--- src/rtl/ks_pkg.sv ---
package ks_pkg;

    typedef enum logic [1:0] {
        FLD_MOD = 2'd0,
        FLD_EXP = 2'd1,
        FLD_FAC = 2'd2
    } ks_field_e;

    // Which field a word offset inside an entry belongs to.
    function automatic ks_field_e field_of(input int unsigned off,
                                           input int unsigned mod_w,
                                           input int unsigned exp_w);
        if (off < mod_w)         return FLD_MOD;
        if (off < mod_w + exp_w) return FLD_EXP;
        return FLD_FAC;
    endfunction

endpackage

--- src/rtl/ks_storage.sv ---
module ks_storage #(
    parameter int ENTRIES = 4,
    parameter int WORD_W  = 32,
    parameter int CAP     = 12
) (
    input  logic                         clk,
    input  logic                         rst,
    input  logic                         wr_en,
    input  logic [$clog2(ENTRIES)-1:0]   wr_idx,
    input  logic [$clog2(CAP)-1:0]       wr_off,
    input  logic [WORD_W-1:0]            wr_data,
    input  logic                         inv_en,
    input  logic [$clog2(ENTRIES)-1:0]   inv_idx,
    input  logic                         seal_en,
    input  logic [$clog2(ENTRIES)-1:0]   seal_idx,
    input  logic [$clog2(CAP+1)-1:0]     seal_len,
    input  logic [$clog2(ENTRIES)-1:0]   rd_idx,
    input  logic [$clog2(CAP)-1:0]       rd_off,
    output logic [WORD_W-1:0]            rd_word,
    output logic [$clog2(CAP+1)-1:0]     rd_len,
    output logic [ENTRIES-1:0]           ent_vld
);
    localparam int IDX_W = $clog2(ENTRIES);
    localparam int LEN_W = $clog2(CAP+1);

    logic [WORD_W-1:0] mem [ENTRIES][CAP];
    logic [LEN_W-1:0]  len_q [ENTRIES];

    always_ff @(posedge clk) begin
        if (wr_en) mem[wr_idx][wr_off] <= wr_data;
    end

    for (genvar e = 0; e < ENTRIES; e++) begin : g_entry
        always_ff @(posedge clk) begin
            if (rst) begin
                ent_vld[e] <= 1'b0;
                len_q[e]   <= '0;
            end else if (inv_en && inv_idx == IDX_W'(e)) begin
                ent_vld[e] <= 1'b0;
            end else if (seal_en && seal_idx == IDX_W'(e)) begin
                ent_vld[e] <= 1'b1;
                len_q[e]   <= seal_len;
            end
        end
    end

    assign rd_word = mem[rd_idx][rd_off];
    assign rd_len  = len_q[rd_idx];

endmodule

--- src/rtl/ks_load_ctrl.sv ---
module ks_load_ctrl #(
    parameter int ENTRIES = 4,
    parameter int WORD_W  = 32,
    parameter int CAP     = 12
) (
    input  logic                          clk,
    input  logic                          rst,
    input  logic                          ld_start,
    input  logic [$clog2(ENTRIES)-1:0]    ld_idx,
    input  logic [$clog2(CAP+1):0]        ld_len,
    input  logic                          bus_vld,
    input  logic [WORD_W-1:0]             bus_data,
    output logic                          ld_busy,
    output logic                          ld_done,
    output logic                          ld_reject,
    output logic                          wr_en,
    output logic [$clog2(ENTRIES)-1:0]    tgt_idx,
    output logic [$clog2(CAP)-1:0]        wr_off,
    output logic [WORD_W-1:0]             wr_data,
    output logic                          inv_en,
    output logic                          seal_en,
    output logic [$clog2(CAP+1)-1:0]      seal_len
);
    localparam int IDX_W   = $clog2(ENTRIES);
    localparam int OFF_W   = $clog2(CAP);
    localparam int LEN_W   = $clog2(CAP+1);
    localparam int LENIN_W = LEN_W + 1;

    logic             busy_q, done_q, rej_q;
    logic [IDX_W-1:0] idx_q;
    logic [LEN_W-1:0] len_q;
    logic [OFF_W-1:0] cnt_q;

    logic start_acc, len_ok, last_word;
    assign start_acc = ld_start && !busy_q;
    assign len_ok    = (ld_len != '0) && (ld_len <= LENIN_W'(CAP));
    assign last_word = (int'(cnt_q) + 1 == int'(len_q));

    always_ff @(posedge clk) begin
        if (rst) begin
            busy_q <= 1'b0;
            done_q <= 1'b0;
            rej_q  <= 1'b0;
            idx_q  <= '0;
            len_q  <= '0;
            cnt_q  <= '0;
        end else begin
            done_q <= 1'b0;
            rej_q  <= 1'b0;
            if (start_acc) begin
                idx_q <= ld_idx;
                cnt_q <= '0;
                if (len_ok) begin
                    busy_q <= 1'b1;
                    len_q  <= LEN_W'(ld_len);
                end else begin
                    rej_q <= 1'b1;
                end
            end else if (busy_q && bus_vld) begin
                cnt_q <= cnt_q + 1'b1;
                if (last_word) begin
                    busy_q <= 1'b0;
                    done_q <= 1'b1;
                end
            end
        end
    end

    assign ld_busy   = busy_q;
    assign ld_done   = done_q;
    assign ld_reject = rej_q;
    assign wr_en     = busy_q && bus_vld;
    assign wr_off    = cnt_q;
    assign wr_data   = bus_data;
    assign inv_en    = start_acc;
    assign tgt_idx   = start_acc ? ld_idx : idx_q;
    assign seal_en   = busy_q && bus_vld && last_word;
    assign seal_len  = len_q;


    reject_not_busy_chk: assert property (@(posedge clk) disable iff (rst)
        ld_reject |-> !ld_busy);


    load_target_hold_chk: assert property (@(posedge clk) disable iff (rst)
        (busy_q && $past(busy_q)) |-> ($stable(idx_q) && $stable(len_q)));

endmodule

--- src/rtl/ks_read_ctrl.sv ---
module ks_read_ctrl
    import ks_pkg::*;
#(
    parameter int ENTRIES   = 4,
    parameter int WORD_W    = 32,
    parameter int CAP       = 12,
    parameter int MOD_WORDS = 4,
    parameter int EXP_WORDS = 4,
    parameter int UNITS     = 4
) (
    input  logic                          clk,
    input  logic                          rst,
    input  logic                          rd_start,
    input  logic [$clog2(ENTRIES)-1:0]    rd_idx,
    input  logic [$clog2(UNITS)-1:0]      rd_unit,
    input  logic                          rd_ready,
    input  logic [ENTRIES-1:0]            ent_vld,
    input  logic [$clog2(CAP+1)-1:0]      ent_len,
    input  logic [WORD_W-1:0]             ent_word,
    output logic [$clog2(ENTRIES)-1:0]    st_idx,
    output logic [$clog2(CAP)-1:0]        st_off,
    output logic                          rd_valid,
    output logic [WORD_W-1:0]             rd_data,
    output logic [1:0]                    rd_field,
    output logic [UNITS-1:0]              rd_dest,
    output logic                          rd_done,
    output logic                          rd_err
);
    localparam int IDX_W  = $clog2(ENTRIES);
    localparam int OFF_W  = $clog2(CAP);
    localparam int UNIT_W = $clog2(UNITS);

    logic              act_q, done_q, err_q;
    logic [IDX_W-1:0]  idx_q;
    logic [UNIT_W-1:0] unit_q;
    logic [OFF_W-1:0]  off_q;

    logic start_acc, last_word, still_ok;
    assign start_acc = rd_start && !act_q;
    assign last_word = (int'(off_q) + 1 == int'(ent_len));
    assign still_ok  = ent_vld[idx_q];

    always_ff @(posedge clk) begin
        if (rst) begin
            act_q  <= 1'b0;
            done_q <= 1'b0;
            err_q  <= 1'b0;
            idx_q  <= '0;
            unit_q <= '0;
            off_q  <= '0;
        end else begin
            done_q <= 1'b0;
            err_q  <= 1'b0;
            if (start_acc) begin
                idx_q  <= rd_idx;
                unit_q <= rd_unit;
                off_q  <= '0;
                if (ent_vld[rd_idx]) begin
                    act_q <= 1'b1;
                end else begin
                    err_q  <= 1'b1;
                    done_q <= 1'b1;
                end
            end else if (act_q && !still_ok) begin
                act_q  <= 1'b0;
                err_q  <= 1'b1;
                done_q <= 1'b1;
            end else if (act_q && rd_ready) begin
                off_q <= off_q + 1'b1;
                if (last_word) begin
                    act_q  <= 1'b0;
                    done_q <= 1'b1;
                end
            end
        end
    end

    assign st_idx   = idx_q;
    assign st_off   = off_q;
    assign rd_valid = act_q && still_ok && rd_ready;
    assign rd_data  = rd_valid ? ent_word : '0;
    assign rd_field = act_q ? 2'(field_of(int'(off_q), MOD_WORDS, EXP_WORDS)) : 2'(FLD_MOD);
    assign rd_done  = done_q;
    assign rd_err   = err_q;

    for (genvar u = 0; u < UNITS; u++) begin : g_dest
        assign rd_dest[u] = act_q && (unit_q == UNIT_W'(u));
    end


    dest_onehot0_chk: assert property (@(posedge clk) disable iff (rst)
        $onehot0(rd_dest));


    dest_live_chk: assert property (@(posedge clk) disable iff (rst)
        rd_valid |-> ($countones(rd_dest) == 1));


    err_with_done_chk: assert property (@(posedge clk) disable iff (rst)
        rd_err |-> rd_done);


    done_quiet_chk: assert property (@(posedge clk) disable iff (rst)
        rd_done |-> !rd_valid);

endmodule

--- src/rtl/secure_key_store.sv ---
module secure_key_store #(
    parameter int NUM_ENTRIES = 4,
    parameter int WORD_W      = 32,
    parameter int MOD_WORDS   = 4,
    parameter int EXP_WORDS   = 4,
    parameter int FAC_WORDS   = 4,
    parameter int NUM_UNITS   = 4,
    localparam int CAP     = MOD_WORDS + EXP_WORDS + FAC_WORDS,
    localparam int IDX_W   = $clog2(NUM_ENTRIES),
    localparam int LENIN_W = $clog2(CAP+1) + 1,
    localparam int UNIT_W  = $clog2(NUM_UNITS)
) (
    input  logic                 clk,
    input  logic                 rst,
    input  logic                 ld_start,
    input  logic [IDX_W-1:0]     ld_idx,
    input  logic [LENIN_W-1:0]   ld_len,
    input  logic                 bus_vld,
    input  logic [WORD_W-1:0]    bus_data,
    output logic                 ld_busy,
    output logic                 ld_done,
    output logic                 ld_reject,
    input  logic                 rd_start,
    input  logic [IDX_W-1:0]     rd_idx,
    input  logic [UNIT_W-1:0]    rd_unit,
    input  logic                 rd_ready,
    output logic                 rd_valid,
    output logic [WORD_W-1:0]    rd_data,
    output logic [1:0]           rd_field,
    output logic [NUM_UNITS-1:0] rd_dest,
    output logic                 rd_done,
    output logic                 rd_err
);
    localparam int OFF_W = $clog2(CAP);
    localparam int LEN_W = $clog2(CAP+1);

    logic               wr_en, inv_en, seal_en;
    logic [IDX_W-1:0]   tgt_idx, st_idx;
    logic [OFF_W-1:0]   wr_off, st_off;
    logic [WORD_W-1:0]  wr_data, ent_word;
    logic [LEN_W-1:0]   seal_len, ent_len;
    logic [NUM_ENTRIES-1:0] ent_vld;

    ks_load_ctrl #(.ENTRIES(NUM_ENTRIES), .WORD_W(WORD_W), .CAP(CAP)) u_load (
        .clk(clk), .rst(rst), .ld_start(ld_start), .ld_idx(ld_idx), .ld_len(ld_len),
        .bus_vld(bus_vld), .bus_data(bus_data), .ld_busy(ld_busy), .ld_done(ld_done),
        .ld_reject(ld_reject), .wr_en(wr_en), .tgt_idx(tgt_idx), .wr_off(wr_off),
        .wr_data(wr_data), .inv_en(inv_en), .seal_en(seal_en), .seal_len(seal_len)
    );

    ks_storage #(.ENTRIES(NUM_ENTRIES), .WORD_W(WORD_W), .CAP(CAP)) u_store (
        .clk(clk), .rst(rst), .wr_en(wr_en), .wr_idx(tgt_idx), .wr_off(wr_off),
        .wr_data(wr_data), .inv_en(inv_en), .inv_idx(tgt_idx), .seal_en(seal_en),
        .seal_idx(tgt_idx), .seal_len(seal_len), .rd_idx(st_idx), .rd_off(st_off),
        .rd_word(ent_word), .rd_len(ent_len), .ent_vld(ent_vld)
    );

    ks_read_ctrl #(.ENTRIES(NUM_ENTRIES), .WORD_W(WORD_W), .CAP(CAP),
                   .MOD_WORDS(MOD_WORDS), .EXP_WORDS(EXP_WORDS), .UNITS(NUM_UNITS)) u_read (
        .clk(clk), .rst(rst), .rd_start(rd_start), .rd_idx(rd_idx), .rd_unit(rd_unit),
        .rd_ready(rd_ready), .ent_vld(ent_vld), .ent_len(ent_len), .ent_word(ent_word),
        .st_idx(st_idx), .st_off(st_off), .rd_valid(rd_valid), .rd_data(rd_data),
        .rd_field(rd_field), .rd_dest(rd_dest), .rd_done(rd_done), .rd_err(rd_err)
    );


    load_seal_chk: assert property (@(posedge clk) disable iff (rst)
        ld_done |-> ent_vld[tgt_idx]);


    no_stream_under_load_chk: assert property (@(posedge clk) disable iff (rst)
        rd_valid |-> !(ld_busy && tgt_idx == st_idx));

endmodule

--- config.mk ---
export PLATFORM = sky130hd
export DESIGN_NAME = secure_key_store
export DESIGN_NICKNAME = d
export VERILOG_FILES = /design/src/rtl/ks_pkg.sv /design/src/rtl/ks_storage.sv /design/src/rtl/ks_load_ctrl.sv /design/src/rtl/ks_read_ctrl.sv /design/src/rtl/secure_key_store.sv
export SDC_FILE = /design/constraint.sdc
export NUM_CORES = 1
export LEC_CHECK = 0
export BUFFER_PORTS_ARGS = -buffer_cell sky130_fd_sc_hd__buf_2
export CAP_MARGIN = 40
export CORE_MARGIN = 2
export CORE_UTILIZATION = 40
export DETAILED_ROUTE_END_ITERATION = 6
export PLACE_DENSITY = 0.53
export SLEW_MARGIN = 20
export SYNTH_ARGS = -nofsm -noshare
export SYNTH_HDL_FRONTEND = slang
export SYNTH_SLANG_ARGS = --single-unit
--- constraint.sdc ---
create_clock -name clk -period 7 [get_ports clk]
set_clock_uncertainty 0.2 [all_clocks]
set_input_delay 1.4 -clock clk [delete_from_list [all_inputs] [get_ports clk]]
set_output_delay 1.4 -clock clk [all_outputs]
set_load 0.05 [all_outputs]
# == After elaboration in Yosys (flattened, before gate mapping) ==
# Memories as Yosys holds them, arrays and structs flattened. A register that Yosys moved wholly into a read port is not among the register bits.
# Index checks and enable logic that the tools add are counted.
# totals
register_bits,28
latchBits,0
mem_bits_rw,1552
rom_bits,0
out_inout_bits,44
elab_cells,158
n_memories,2
# op_classes
add_sub_neg,4
mul,0
n_div,0
n_lt_le_gt_ge,8
n_eq_ne,10
shift,0
mux,65
bitwise_logic,9
reduce_logical,44
# memory_table
memory,words,width,rd,rd_clocked_by_memory_dff,write_ports,line,text
u_store.mem,4,384,1,1,1,ks_storage.sv:26,logic [WORD_W-1:0] mem [ENTRIES][CAP];
u_store.len_q,4,4,1,1,4,ks_storage.sv:27,logic [LEN_W-1:0] len_q [ENTRIES];
# op_table
cell,n
$mux 384,1
$bmux 32 s4,1
$demux 32 s4,1
$mux 32,4
$eq 32x5->1,2
$mux 1,42
$logic_and 1x1->1,22
$mux 2,10
$mux 4,4
$reduce_or 2->1,7
$add 4x1->5 const B,2
$ge 5x5->1 const B,2
$not 4->5,2
$add 4x1->4 const B,2
$eq 2x2->1 const B,4
$lt 2x3->1 const B,2
$reduce_and 3->1,2
$reduce_bool 3->1,2
$le 5x4->1 const B,1
$lt 5x1->1 const B,1
$reduce_bool 5->1,1
$bmux 1 s2,2
$eq 2x1->1 const B,2
$logic_not 2->1,2
other kinds (9),19

# == Depth between registers and ports, before layout ==
# Gate-level depths: netlist (run 1).
# logic_depth
ltp_word,10
depth_mapped,11
ltp_nobuf,7

# == By module ==
# Synthesis (run 1) repeated with hierarchy kept, for this count alone.
# hier_totals
cells_unflattened,2669
hier_area_um2,60584.4
# by_module_without_submodules
module,n_inst,cells_each,area_per_inst_um2,seq_area_each_um2
ks_storage,1,2473,58907.7,46684.8
ks_load_ctrl,1,94,838.3,260.2
ks_read_ctrl,1,102,838.3,220.2

# == Worst setup path after synthesis (run 1) ==
# Ideal clock, no wire load.
# synth_timing
kind,input -> output
startpoint,in rd_ready
endpoint,out rd_data[10]
arrival_ps,3156
required_time_ps,5400
slack_ps,2244
path_stages,6
n_path_buf,2
cell_sequence,nand3_1 > inv_2 > nand3b_1 > buf_2 > clkbuf_1 > o2bb2ai_1
# synth_via
elab_chain_cells,2
# synth_lines
item,line,text
"start, declared",secure_key_store.sv:26,"input logic rd_ready,"
$logic_and 1x1->1,ks_read_ctrl.sv:80,assign rd_valid = act_q && still_ok && rd_ready;
named net rd_valid,secure_key_store.sv:27,"output logic rd_valid,"
$mux 32,ks_read_ctrl.sv:81,assign rd_data = rd_valid ? ent_word : '0;
"end, declared",secure_key_store.sv:28,"output logic [WORD_W-1:0] rd_data,"
# The timed path passes the listed nets, and every way through them passes these cells.

==> results.yml, run 1 <==
outcome:
  status: "completed"
critical_path:
  slowest_delay_ps: 820
  crit_family: "compound AO/OA/AOI/OAI gates"
  crit_chain: "buf_4, buf_4, mux4_2, a22o_1, a211oi_1, a31oi_1, o2bb2ai_1, buf_2"
  path_buf_inv: 3
  cp_max_fo: 35
  crit_type: "reg2out"
  path_depth: 8
  worst-r2r-cell-count: 6
  r2r_start: "u_load.ld_busy$_SDFFE_PP0P_"
  rrSetupSlack_ps: 3180
  cp-start-kind: "flip-flop"
  cp_common_cell: "buf_4"
  critPathArrivalTime_ps: 4350
  endpoint_kind: "primary output"
  cp_slowest_cell: "dfxtp_4"
  required_ps: 5400
  reg2reg_to: "u_store.mem[3][231]$_DFFE_PP_"
synth:
  synth_compound_area_share_pct: 2.991
  yosysSeqAreaShare_pct: 77.65
  synth_top_family_by_area: "multiplexers"
  synth_top_area_cell: "edfxtp_1"
  syn_nets: 2820
  synth-edff-count: 1552
  synth_ff_type: "edfxtp_1"
  netlist_top_cells_area: "edfxtp_1 (77%), mux4_2 (13%), mux2i_1 (1.2%)"
  synth-async-reset-ratio_pct: 0
  synth-simple-area-share_pct: 2.068
  yosysWarnings: 0
  muxShareOfSynthArea_pct: 15.61
  postSynthCellCount: 2766
  netlist_area_sq_um: 60790
  synthDominantCellAreaShare_pct: 76.66
  yosys.area_share.adder_pct: 0.1029
  avgSynthCellArea_sq_um: 21.98
  ys_ff_latch: 1582
  synth_cell_type_count: 50
  synth_xor_area_share_pct: 0.1585
clocking:
  post-cts-setup-buffers: 0
  clockBufferDepth: 3
  cts_sinks: 1582
  hold_buffers: 0
  tritoncts: "built"
  cts-root-buf: "clkbuf_16"
  worst_skew_pair.late_latency_ps: 790
  cts_made_buffers: 164
  path_clk_slew_ps: 60
  ctsResizeCount: 0
  htreeDepth: 4
global_route:
  grt_pass1_wl_mm: 225.5
  grt_max_degree: 65
  antenna_found_initial: 11
  grt.overflow.total: 0
  grt_pass1_vias: 30285
  grt_usage_pct: 20.36
routing:
  drc: 0
  drt.antenna.violating_nets: 0
  routedWlPerCell_um: 30.36
  first_iter_violations: 3177
  drt-total-wl_mm: 158.2
  via_per_inst: 5.623
  dr.pass1.iters: 5
  num_vias: 29301
timing:
  final-setup-viol-count: 0
  max_freq_ghz: 0.1680
  drv_slew: 0
  fin_crit_sh_pct: 85.01
  setup_tns_ps: 0
  grt_setup_unrepaired: "false"
  min_period_ps: 5951
  maxSlewHeadroom_pct: 41.35
  hold_violations: 0
  tightest_slew_ps: 878.0
min_path:
  hp-class: "reg2reg"
  hold_path_depth: 2
  worstHoldStart: "u_read.st_idx[1]$_SDFFE_PP0P_"
power_and_ir_drop:
  pwr-share-seq_pct: 52.7
  power.total_uw: 19780
  power_frac_clock_pct: 43.5
  p_sw_share_pct: 20.79
  p_per_area_nw_per_um2: 277.4
  irDropWorstVdd_mv: 0.2938
  pwr-share-comb_pct: 3.8
  p_int_uw: 15670
  power.leakage_uw: 0.02193
  netSwitchingPower_uw: 4112
floorplanning:
  die_x_um: 393.8
  start_util_pct: 40.16
  num_rows: 143
  die_h_um: 393.8
  core_region_area_sq_um: 151400
  io_pins: 93
  die-area_sq_um: 155100
cells_and_area:
  nFillCells: 12367
  fin_util_pct: 47.10
  synthToLayoutAreaGrowth_pct: 17.27
  nNetsFinal: 3097
  final_layout_size_suffix_gt1_share_pct: 31.58
placed_design:
  gp_congestion: 0.7610
  dp_hpwl_mm: 98.76
  numPortBuffers: 92
flow_run:
  maxCapViolCount: 0
[tightest hold or removal path: stages (launching register included)]
cell     delay [ps]
dfxtp_1         320
nand2_1          50
a21oi_1          70
[cells in the mapped netlist, drive strengths merged (23+ instances only)]
library cell and number:
a221oi 32, dfxtp 30, inv 23, mux2 64
mux2i 73, nand3 34, nor2b 25, mux4 357
nor2 85, nand2 81, a211oi 23, clkbuf 73
edfxtp 1552, buf 81, a22oi 48
[logic make-up (layout without fill, tap and decap cells)]
logic type,count (synthesis),after routing
AO/OA/AOI/OAI,227,227
XOR/XNOR,11,11
adder cells (fa/ha/maj),5,5
buffers and inverters,177,590
flip-flops,1582,1582
multiplexers,494,494
other,0,2
AND/OR/NAND/NOR,270,270
[how the worst max path moves through the flow]
| stage | start | end | slack, ps |
|---|---|---|---|
| after floorplan | rd_ready | rd_data[10] | 2240 |
| after global placement | rd_ready | rd_data[2] | 1650 |
| after detailed placement | flip-flop | rd_data[30] | 1870 |
| after CTS | flip-flop | rd_data[30] | 970 |
| after global routing | flip-flop | rd_data[30] | 820 |
| final | flip-flop | rd_data[30] | 1050 |
[metal layers]
layer	routed length [um]	vias up	GRT usage, %
li1	-	12253	-
met1	69320	15998	28.76
met3	8058	173	3.084
met2	77940	869	33.47
met4	2855	8	4.789
met5	55	-	0
[layout make-up]
type | instances | area, sq um | area share [%]
clock buffer | 201 | 4264 | 5.982
antenna | 2 | 5.005 | 0.007021
sequential | 1582 | 47220 | 66.24
tap | 2030 | 2540 | 3.563
timing repair buffer | 265 | 3002 | 4.211
clock inverter | 101 | 1035 | 1.452
multi-input combinational | 1007 | 13130 | 18.42
inverter | 23 | 86.33 | 0.1211
[power by group through the flow]
stage,clock (uW),sequential [uW],combinational (uW)
after floorplan,0,10600,387
after global placement,0,10600,684
after detailed placement,0,10600,728
after CTS,8760,10400,729
after global routing,9110,10400,795
final,8600,10400,746
[placed cells by master (no fill, tap or decap), drive strengths merged, types with 6 or more instances in the layout]
master    count
buf         265
a211oi       23
mux2         64
nand2        81
nor2b        25
a22o         17
inv          33
a21oi        16
bufinv       16
a31oi        18
a22oi        48
nand3        34
o221a        15
edfxtp     1552
clkinvlp      7
o2bb2ai      17
nand2b       15
mux4        357
o221ai       17
a31o         16
clkinv       68
dfxtp        30
xor2          6
a221oi       32
clkbuf      201
nor2         85
mux2i        73
nor3          7
[flip-flops by register name, summed over array words and instances (netlist names), named ones only]
register / cells
u_read.rd_err: 1
u_load.ld_done: 1
u_load.seal_len: 4
u_load.ld_reject: 1
u_store.len_q: 16
u_load.wr_off: 4
u_read.st_idx: 2
u_load.ld_busy: 1
u_store.mem: 1536
u_read.unit_q: 2
u_read.st_off: 4
u_read.act_q: 1
u_load.idx_q: 2
u_store.ent_vld: 4
u_read.rd_done: 1
[through the flow]
step	worst slack, ps	hold slack, ps	area (sq um)	std cells
global placement	1645	266.3	64310	4831
detailed placement	1866	265.3	65450	4883
global route	819.0	318.4	71280	5209
floorplan	2244	255.5	60790	2766
CTS	971.5	282.7	70750	5185
finish	1049	282.9	71290	5211
Note: power is estimated with default switching activity, not from simulation.
==> run 2: changes to the inputs <==
Settings changed: CORE_MARGIN 2 to 4.
==> run 2 against run 1 <==
  * Final cell count down 1.5%
  * Sequential share of layout area up 1.1 points
  * Final area down 1.7%
  * Via count down 1.6%
  * Non-clock buffer count down 46
  * Sequential power about the same
  * Critical path type unchanged
  * Largest cell class unchanged
  * Largest power group unchanged
==> results.yml, run 2 (same netlist as run 1, synthesis figures left out) <==
outcome:
  status: "completed"
global_route:
  grt_pass1_wl_mm: 217.2
  antenna_found_initial: 11
  grt.overflow.total: 0
  grt_usage_pct: 19.07
  grt_max_degree: 129
  grt_pass1_vias: 29834
min_path:
  whs_endpoint: "u_read.unit_q[1]$_SDFFE_PP0P_"
  hold_path_depth: 2
  hp-class: "reg2reg"
  worstHoldStart: "u_read.unit_q[1]$_SDFFE_PP0P_"
placed_design:
  dp_hpwl_mm: 87.23
  gp_congestion: 0.7760
  dp.cells: 4817
  numPortBuffers: 92
  place_area_sq_um: 64480
clocking:
  cts-root-buf: "clkbuf_16"
  worst_skew_pair.late_latency_ps: 770
  path_clk_slew_ps: 60
  htreeDepth: 4
  cts_sinks: 1582
  ctsResizeCount: 0
  cts_made_buffers: 160
  clockBufferDepth: 3
  hold_buffers: 0
  tritoncts: "built"
  post-cts-setup-buffers: 0
power_and_ir_drop:
  power.leakage_uw: 0.02139
  p_per_area_nw_per_um2: 275.5
  irDropWorstVdd_mv: 0.1463
  power.total_uw: 19310
routing:
  routedWlPerCell_um: 29.40
  dr.pass1.iters: 5
  num_vias: 28831
  drt.antenna.violating_nets: 0
  drt-total-wl_mm: 150.9
  via_per_inst: 5.617
  first_iter_violations: 2509
  drc: 0
floorplanning:
  die-area_sq_um: 158300
  core_region_area_sq_um: 150500
  die_h_um: 397.8
  start_util_pct: 40.40
  num_rows: 142
  die_x_um: 397.8
  io_pins: 93
flow_run:
  maxCapViolCount: 0
cells_and_area:
  mostFrequentLayoutCells: "edfxtp_1 (1552), mux4_2 (357), clkbuf_16 (165), buf_2 (92), nand2_1 (81)"
  reg_top3: "u_store.mem: 1536 flops, u_store.len_q: 16 flops"
  synthToLayoutAreaGrowth_pct: 15.32
  largest-register: "u_store.mem"
  final_common_cell: "edfxtp_1"
  fin_area_sq_um: 70110
  largest_reg_flops: 1536
  nNetsFinal: 3047
  final_cells: 5133
  final_layout_size_suffix_gt1_share_pct: 30.09
timing:
  fin_crit_sh_pct: 84.77
  setup_tns_ps: 0
  grt_setup_unrepaired: "false"
  tightest_slew_ps: 925.9
  hold_violations: 0
  min_period_ps: 5934
  maxSlewHeadroom_pct: 38.28
  max_freq_ghz: 0.1685
  final-setup-viol-count: 0
  drv_slew: 0
critical_path:
  reg2reg_to: "u_store.mem[0][202]$_DFFE_PP_"
  required_ps: 5400
  crit_type: "reg2out"
  endpoint_kind: "primary output"
  rrSetupSlack_ps: 2920
  critPathArrivalTime_ps: 4330
  cp_max_fo: 35
  cp-start-kind: "flip-flop"
  r2r_start: "u_load.ld_busy$_SDFFE_PP0P_"
  worst-r2r-cell-count: 6
==> run 2: cell types whose count changed in the layout (fill, tap and decap cells not counted), moves of 3 or more <==
cell        change
inv_16          -3
buf_12          -6
clkinv_2        -8
buf_4          -13
buf_16         -21
bufinv_16       -7
buf_2           -4
clkinvlp_4      -3
==> run 2: area by class of cell <==
| type | instances | area, sq um |
|---|---|---|
| Inverter | 23 | 86.33 |
| Clock buffer | 202 | 4288 |
| Sequential cell | 1582 | 47220 |
| Timing Repair Buffer | 219 | 2160 |
| Multi-Input combinational cell | 1007 | 13130 |
| Tap cell | 2016 | 2522 |
| Clock inverter | 81 | 694.4 |
| Fill cell | 12425 | 80380 |
| Antenna cell | 3 | 7.507 |
==> run 2: critical path: stages (launching register included) <==
cell and delay [ps]:
dfxtp_4 840, buf_12 350, mux4_2 540, a22o_1 280, a211oi_1 670, a31oi_1 240
o2bb2ai_1 290, buf_2 270
==> run 2: stage by stage <==
stage	hold slack [ps]	utilization [%]	worst slack (ps)
CTS	299.4	46.16	975.0
global route	336.5	46.59	852.7
finish	300.2	46.59	1066
floorplan	255.5	-	2244
global placement	280.7	42.61	1708
detailed placement	290.9	42.85	1730
==> run 2: how the worst max path moves through the flow <==
stage	start	to	slack (ps)	cells after the start
after global routing	flip-flop	rd_data[4]	850	7
after detailed placement	rd_ready	rd_data[7]	1730	7
final	flip-flop	rd_data[29]	1070	7
after global placement	rd_ready	rd_data[7]	1710	7
after CTS	flip-flop	rd_data[16]	970	7
after floorplan	rd_ready	rd_data[10]	2240	6
==> run 2: metal layers <==
layer	global-route usage (%)	part of all wire [%]	up-vias
li1	-	-	12154
met5	0	0.027	-
met1	26.90	44	15667
met3	3.357	5.5	179
met2	31.12	49	825
met4	4.543	1.7	6
==> run 2: report_power, final <==
part / switching, uW / internal (uW) / total (uW)
clock network: 3500 / 4670 / 8170
registers: 20.4 / 10400 / 10400
logic: 425 / 292 / 717
==> run 3: changes to the inputs <==
Clock period 7 ns to 6.1 ns, I/O delays scaled along.
==> run 3 against run 2 <==
  * Register-to-register slack lost 410 ps
  * Clock power grew 18%
  * Count of clock-buffer cells in the layout grew 6
  * Sequential share of layout area shrank 0.35 points
  * Setup slack lost 560 ps
  * Die area is the same
  * Worst hold slack lost 8.3 ps
  * Non-clock buffer count grew 24
  * Critical path type unchanged
  * Largest cell class unchanged
  * Largest power group unchanged
  * Highest routed layer unchanged
==> results.yml, run 3 (same netlist as run 1, synthesis figures left out) <==
outcome:
  status: "completed"
routing:
  routedWlPerCell_um: 29.42
  drc: 0
  drt-total-wl_mm: 152.0
  first_iter_violations: 2841
  num_vias: 29078
  dr.pass1.iters: 5
  drt.antenna.violating_nets: 0
  via_per_inst: 5.625
cells_and_area:
  final_common_cell: "edfxtp_1"
  final_layout_size_suffix_gt1_share_pct: 31.17
  reg_top3: "u_store.mem: 1536 flops, u_store.len_q: 16 flops"
  largest-register: "u_store.mem"
  nNetsFinal: 3075
  fin_util_pct: 46.83
  largest_reg_flops: 1536
  synthToLayoutAreaGrowth_pct: 15.93
  fin_area_sq_um: 70480
  mostFrequentLayoutCells: "edfxtp_1 (1552), mux4_2 (357), clkbuf_16 (170), buf_4 (97), buf_2 (94)"
placed_design:
  pre_cts_slack_ps: 1136
  gp_congestion: 0.7686
  numPortBuffers: 92
  place_area_sq_um: 64630
  dp_hpwl_mm: 88.71
critical_path:
  crit_type: "reg2out"
  cp-start-kind: "flip-flop"
  endpoint_kind: "primary output"
  path_buf_inv: 2
  crit_chain: "buf_4, mux4_2, a22o_1, a211oi_1, a31oi_1, o2bb2ai_1, buf_2"
  critPathArrivalTime_ps: 4170
  slowest_delay_ps: 700
  required_ps: 4680
  cp_slowest_cell: "dfxtp_4"
  cp_max_fo: 25
  worst-r2r-cell-count: 6
  crit_family: "compound AO/OA/AOI/OAI gates"
  path_depth: 7
min_path:
  hold_path_depth: 2
  hp-class: "reg2reg"
floorplanning:
  core_region_area_sq_um: 150500
  die-area_sq_um: 158300
  num_rows: 142
  die_x_um: 397.8
  io_pins: 93
  die_h_um: 397.8
  start_util_pct: 40.40
global_route:
  grt.overflow.total: 0
  grt_pass1_vias: 30354
  grt_use_met3_pct: 3.533
  antenna_found_initial: 13
  grt_use_met2_pct: 32.06
  grt_pass1_wl_mm: 219.0
  grt_max_degree: 89
  use_met1_pct: 26.51
  gr-max-usage-layer: "met2"
  grt_usage_pct: 19.30
power_and_ir_drop:
  pwr-share-seq_pct: 53.3
  p_per_area_nw_per_um2: 318.7
  irDropWorstVdd_mv: 0.3065
  power.leakage_uw: 0.02165
  p_sw_share_pct: 20.18
  p_int_uw: 17930
  power_frac_clock_pct: 43.1
  pwr-share-comb_pct: 3.6
  netSwitchingPower_uw: 4533
clocking:
  htreeDepth: 4
  cts-root-buf: "clkbuf_16"
  tritoncts: "built"
  cts_sinks: 1582
  hold_buffers: 0
  worst_skew_pair.late_latency_ps: 770
  path_clk_slew_ps: 60
  clockBufferDepth: 3
  ctsResizeCount: 0
  cts_made_buffers: 164
  post-cts-setup-buffers: 0
timing:
  drv_slew: 0
  setup_tns_ps: 0
  grt_setup_unrepaired: "false"
  fin_crit_sh_pct: 91.69
  maxSlewHeadroom_pct: 44.65
  min_period_ps: 5593
  max_freq_ghz: 0.1788
  final-setup-viol-count: 0
  hold_violations: 0
  tightest_slew_ps: 830.3
  hold_slack_ps: 292.0
  layout_setup_ws_ps: 506.6
flow_run:
  maxCapViolCount: 0
## run 3: tightest hold or removal path, stage by stage, from the launching register on
cell     delay (ps)
dfxtp_1         310
nand2_1          50
a21oi_1          70
## run 3: final timing paths
kind         slack, ps                     startpoint                             to
max                510                      flip-flop                    rd_data[26]
min                290  u_read.st_idx[1]$_SDFFE_PP0P_                      flip-flop
max reg2reg       2510    u_load.ld_busy$_SDFFE_PP0P_  u_store.mem[0][149]$_DFFE_PP_
min reg2reg        290  u_read.st_idx[1]$_SDFFE_PP0P_                      flip-flop
## run 3: power by group through the flow
stage          Clock (uW)  Combinational, uW  Sequential, uW
3_3_place_gp            0                738           12200
4_1_cts              9920                779           12000
3_5_place_dp            0                778           12200
6_report             9680                817           12000
2_1_floorplan           0                444           12200
5_1_grt             10400                878           12000
## run 3: cell type report
type	instances	area [sq um]
diodes	3	7.507
clock buffers	208	4437
clock inverters	87	775.7
fillers	12279	80010
inverters	23	86.33
multi-input cells	1007	13130
flip-flops and latches	1582	47220
well taps	2016	2522
repair buffers	243	2300
## run 3: per-layer routing
metal / wire [um] / vias up
met5: 27 / -
met4: 2709 / 4
li1: - / 12212
met1: 64910 / 15766
met3: 8834 / 189
met2: 75570 / 907
## run 3: metrics by stage
step,cells,total power [uW]
3_3_place_gp,4827,12940
4_1_cts,5134,22670
5_1_grt,5168,23230
6_report,5169,22460
2_1_floorplan,2766,12640
3_5_place_dp,4839,12970
